File: config.mk
export PLATFORM = sky130hd
export DESIGN_NAME = nibble_bitop
export DESIGN_NICKNAME = d
export VERILOG_FILES = /design/src/rtl/nibble_bitop.sv
export SDC_FILE = /design/constraint.sdc
export NUM_CORES = 1
export LEC_CHECK = 0
export ABC_AREA = 1
export BUFFER_PORTS_ARGS = -buffer_cell sky130_fd_sc_hd__buf_2
export CORE_MARGIN = 2
export CORE_UTILIZATION = 33
export DETAILED_ROUTE_END_ITERATION = 16
export PLACE_DENSITY = 0.64
export RECOVER_POWER = 25
export SKIP_LAST_GASP = 1
export SLEW_MARGIN = 10
export SYNTH_ARGS = -nofsm -noshare
export SYNTH_HDL_FRONTEND = slang
export SYNTH_SLANG_ARGS = --single-unit
export TNS_END_PERCENT = 30
File: constraint.sdc
create_clock -name clk -period 1.35 [get_ports clk]
set_input_delay 0.0675 -clock clk [delete_from_list [all_inputs] [get_ports clk]]
set_output_delay 0.0675 -clock clk [all_outputs]
set_load 0.1 [all_outputs]
File: src/rtl/nibble_bitop.sv
module nibble_bitop #(
  parameter int AW      = 6,
  parameter int DW      = 4,
  parameter int IW      = 10,
  parameter int PTR_PRE = 'b001000,
  parameter int EXP_PRE = 'b101100
) (
  input  logic          clk,
  input  logic          rst_n,
  input  logic          instr_valid,
  input  logic [IW-1:0] instr,
  input  logic [AW-1:0] ptr_addr,
  output logic [AW-1:0] mem_addr,
  input  logic [DW-1:0] mem_rdata,
  output logic [DW-1:0] mem_wdata,
  output logic          mem_we,
  output logic          status,
  output logic          wait_addr
);
  localparam int NW = $clog2(DW);
  localparam int PW = IW - 2 - NW;
  localparam logic [1:0] OP_SET = 2'b01;
  localparam logic [1:0] OP_CLR = 2'b10;
  localparam logic [1:0] OP_TST = 2'b11;

  logic [PW-1:0] pre_w;
  logic [1:0]    op_w, op_q, eop;
  logic [NW-1:0] idx_w, idx_q, eidx;
  logic          is_op, ptr_go, exp_first, exec;
  logic [DW-1:0] mask;

  assign pre_w = instr[IW-1:NW+2];
  assign op_w  = instr[NW+1:NW];
  assign idx_w = instr[NW-1:0];

  assign is_op     = instr_valid && !wait_addr && (op_w != 2'b00);
  assign ptr_go    = is_op && (pre_w == PW'(PTR_PRE));
  assign exp_first = is_op && (pre_w == PW'(EXP_PRE));
  assign exec      = ptr_go || (instr_valid && wait_addr);

  assign eop  = wait_addr ? op_q  : op_w;
  assign eidx = wait_addr ? idx_q : idx_w;
  assign mask = DW'(1) << eidx;

  assign mem_addr  = wait_addr ? instr[AW-1:0] : ptr_addr;
  assign mem_we    = exec && (eop == OP_SET || eop == OP_CLR);
  assign mem_wdata = (eop == OP_SET) ? (mem_rdata | mask) : (mem_rdata & ~mask);

  always_ff @(posedge clk or negedge rst_n) begin
    if (!rst_n) begin
      wait_addr <= 1'b0;
      op_q      <= 2'b00;
      idx_q     <= '0;
      status    <= 1'b0;
    end else begin
      if (exp_first) begin
        wait_addr <= 1'b1;
        op_q      <= op_w;
        idx_q     <= idx_w;
      end else if (instr_valid) begin
        wait_addr <= 1'b0;
      end
      if (exec && eop == OP_TST)
        status <= mem_rdata[eidx];
    end
  end
endmodule


# After elaboration in Yosys (flattened, before gate mapping)

Cells that the tools add are included.

Bitwise operators: 3
Muxes and demuxes: 8
Reduce and logical (&&, ||, !) cells: 12
Shifts and indexed selects: 1
Order comparisons: 1
Equal/unequal tests: 5

Operator list:

| kind                                                | count |
|---|---|
| logical AND 1 bit                                   | 7 |
| == test 6 x 4 -> 1 bit (second input constant)      | 1 |
| == test 6 bit (second input constant)               | 1 |
| 2-to-1 mux 6 bit                                    | 1 |
| AND 4 bit                                           | 1 |
| == test 2 bit (second input constant)               | 2 |
| 2-to-1 mux 2 bit                                    | 2 |
| 2-to-1 mux 4 bit                                    | 1 |
| inverter 4 bit                                      | 1 |
| OR 4 bit                                            | 1 |
| nonzero test 2 bit                                  | 2 |
| left shift 1 x 2 -> 4 bit (first input constant)    | 1 |
| < comparator 2 x 3 -> 1 bit (second input constant) | 1 |
| 2-to-1 mux 1 bit                                    | 3 |
| binary-select mux 1 bit (select 2 bit)              | 1 |
| == test 2 x 1 -> 1 bit (second input constant)      | 1 |
| logical OR 1 bit                                    | 2 |
| zero test 1 bit                                     | 1 |

Flip-flop bits (word level): 6
Logic and storage cells: 34
Output and inout bits: 13
Input port bits: 23

# Depth between registers and ports, before layout

Word-level depth: 6
Gate-level depth with buffers: 10
Depth with buffers taken out: 9

# Worst setup path before layout

No wires, ideal clock.

Path type: register to output
Start point: register wait_addr
End point: output mem_addr[1]
Arrival: 3.346 ns
Buffers on the path: 1
Cell stages (with the launch flop): 4
Slack: -2.063 ns
Path through: dfrtp_1 -> buf_6 -> inv_8 -> o21ai_0

Longest elaborated chain between the ends: 1

Ends and longest elaborated chain:

| what                   | RTL line | RTL |
|---|---|---|
| from (decl)            | 18       | `output logic wait_addr` |
| from (signal assigned) | 51       | `wait_addr <= 1'b0;` |
| from (signal assigned) | 57       | `wait_addr <= 1'b1;` |
| from (signal assigned) | 61       | `wait_addr <= 1'b0;` |
| 2-to-1 mux 6 bit       | 45       | `assign mem_addr = wait_addr ? instr[AW-1:0] : ptr_addr;` |
| to (decl)              | 13       | `output logic [AW-1:0] mem_addr,` |

Every way passes these cells.

# Worst setup path after layout

Start point: register wait_addr
End point: output mem_wdata[1]

Longest elaborated chain between the ends: 5
Elaborated cells between the ends (all ways): 8

Ends and longest elaborated chain:

| what                      | RTL line | RTL |
|---|---|---|
| 2-to-1 mux 2 bit          | 42       | `assign eidx = wait_addr ? idx_q : idx_w;` |
| left shift 1 x 2 -> 4 bit | 43       | `assign mask = DW'(1) << eidx;` |
| inverter 4 bit            | 47       | `assign mem_wdata = (eop == OP_SET) ? (mem_rdata \| mask) : (mem_rdata & ~mask);` |
| AND 4 bit                 | 47       |  |
| 2-to-1 mux 4 bit *        | 47       |  |
| to (decl)                 | 15       | `output logic [DW-1:0] mem_wdata,` |

Mark *: on every way between the ends. The rest lies on a longest branch, timed or not.

==> results.toml <==
[status]
status = "finished, violations left"
violations = "setup timing"

[setup_path]
endpoint_kind = "primary output"
critPathLaunchType = "flop"
cp_max_fo = 7
cp.arrival_ns = 1.66
rr_endpoint = "status"
cp.required_ns = 1.28
r2r_start = "wait_addr"
rr_worst_depth = 11
r2r_slack_ns = -0.20
critical_path_class = "flop to primary output"
cp-startpoint = "wait_addr"

[synth]
synthArstFlopShare_pct = 100.0
synth.distinct_cells = 21
syn_inst = 92
synth-edff-count = 0
yosys.area.top_type = "dfrtp_1"
ys_seq_elements = 6
synth_nets = 117
syn_avg_cell_area_sq_um = 6.542
synth_most_common_cell = "nand2_1"
ys_seq_area_share_pct = 24.95
ys_warn_count = 0
syn_area_sq_um = 601.8
synth.area.top_cells = "dfrtp_1, nand2_1, o21ai_1"
synth_commonest_cells = "nand2_1, inv_1, o21ai_1"
synth.top_cell.area_share_pct = 24.95
synth_flop_cell = "dfrtp_1"

[min_path]
min_from = "instr_valid"
holdPathStages = 2
hold_class = "primary input to flop"
hold_path_end = "wait_addr"

[sta]
relSlewSlack_pct = 67.99
min_period_ns = 1.725
finalCritPeriodShare_pct = 127.8
tightest_slew_ns = 0.4835
finalHoldViolations = 0
clock-skew-final_ns = 0.009781
report.final.slew_viol_count = 0
setup_viol = 16
worst_slack_ns = -0.3753
holdWs_ns = 0.03242
fmax_mhz = 579.6
rsz0062_at_grt = "true"

[flow_run]
cap_violations = 0

[floorplan]
die-area_sq_um = 2181
initial_core_util_pct = 34.86
rows = 15
die_y_um = 46.71
ios = 36
coreArea_sq_um = 1727
die_width_um = 46.71

[global_routing]
grt_start_max_net_pins = 15
gr-total-overflow = 0
grt_pass1_wl_um = 3001
antenna_found_initial = 0
grt_usage_pct = 19.30
grt_pass1_vias = 700

[cts]
clock-sinks = 6
cts.path.max_buffers = 2
insertion_delay_ns = 0.25
cts_buffers = 3
path_clk_slew_ns = 0.05
tritoncts = "yes"
h-tree-depth = 1
cts_root_buf = "clkbuf_4"

[drt]
wire_per_inst_um = 11.07
vias_per_cell = 4.396
drt-total-wl_um = 1816
dr.first_iter.drc_count = 9
drc = 0
vias = 721
antenna_left = 0
dr.pass1.iters = 4

[cells_and_area]
area_growth_pct = 104.6
diodes = 0
fin_cells = 164
num-nets-final = 165
layout-drive-gt1-share_pct = 57.55
fillers = 136
regArea_sq_um = 153.9
multiInputGateArea_sq_um = 529.3

[power_and_ir_drop]
vdd_drop_max_uv = 518.8
cellPowerDensity_nw_per_um2 = 734.3
leakagePower_nw = 0.5836

[placed_design]
dp_hpwl_um = 1514
dp_cells = 156
portBuffers = 35
globalplace.congestion = 0.7310
dp_slack_ns = -0.1565
## metrics by stage
| stage | TNS [ns] | power (mW) | area [sq um] | util (%) |
|---|---|---|---|---|
| floorplan | -6.749 | 0.5268 | 721.9 | - |
| global placement | -0.5955 | 0.6955 | 1134 | 65.65 |
| detailed placement | -0.7373 | 0.7028 | 1134 | 65.65 |
| CTS | -3.181 | 0.9039 | 1189 | 68.84 |
| global route | -5.358 | 0.9540 | 1231 | 71.30 |
| finish | -3.677 | 0.9041 | 1231 | 71.30 |
## power by group
part	internal [mW]	total, mW	leakage [nW]	switching [mW]
Combinational	0.186	0.511	0.489	0.326
Sequential	0.196	0.207	0.0797	0.0107
Clock	0.112	0.186	0.0150	0.0733
Total	0.494	0.904	0.584	0.410
## worst max path at each step
| stage | end | cells after the start |
|---|---|---|
| global route | mem_wdata[1] | 7 |
| CTS | mem_wdata[1] | 7 |
| detailed placement | mem_wdata[1] | 5 |
| global placement | mem_wdata[1] | 5 |
| floorplan | mem_wdata[0] | 7 |
| finish | mem_wdata[1] | 7 |
## area by class of cell
class	count	share of cell area [%]
clock buffer	4	2.134
multi-input combinational	71	42.99
sequential	6	12.50
tap	25	2.541
inverter	13	4.776
timing repair buffer	45	35.06
## metal layers
layer / track usage [%] / up-vias / wire (um)
li1: - / 394 / -
met1: 24.29 / 316 / 783
met2: 33.89 / 11 / 973
met3: 5.882 / 0 / 59
met4: 1.667 / 0 / 0
met5: 0 / - / 0
## cell families after synthesis
family	count (synthesis)	share of synthesized area (%)
AND/OR/NAND/NOR	44	35.97
adder cells (fa/ha/maj)	2	4.157
buffers and inverters	15	12.06
AO/OA/AOI/OAI	25	22.87
flip-flops	6	24.95
## worst max-delay path, cell delays in order, from the launching register on
cell and delay, ns:
dfrtp_4 0.49, inv_8 0.03, or2_1 0.21, o21ai_2 0.09
ha_4 0.16, inv_4 0.06, a31oi_4 0.16, buf_12 0.20
## registers in the layout, summed over array words and instances, names as in the netlist
name	cells
idx_q	2
status	1
wait_addr	1
op_q	2
## timing repair
| action | CTS | global route |
|---|---|---|
| endpoints found under the hold margin | 6 | 0 |
| hold buffers | 1 | 0 |
| gates resized for setup | 3 | 5 |
| pin swaps | 3 | 1 |
| setup buffers | 1 | 2 |
| setup endpoints to repair | 12 | 17 |
## cells in the final DEF (no fill, tap or decap)
master and instances:
nand2_1 30, buf_2 22, buf_12 12, buf_4 9, inv_1 8, o21ai_2 8
dfrtp_1 5, nand2_4 4, a31oi_4 4, nor2_1 4, o21ai_1 4, inv_2 3
a21oi_2 3, clkbuf_4 3, nand2_2 2, a21oi_4 2, clkbuf_1 2, inv_8 1
or2_1 1, inv_4 1, o21ai_4 1, o21a_4 1, nand3_1 1, nor3_2 1
nand3_2 1, o21ai_0 1, a21oi_1 1, ha_4 1, ha_1 1, dlygate4sd3_1 1
dfrtp_4 1
No activity file was read; power rests on OpenSTA's default activity.
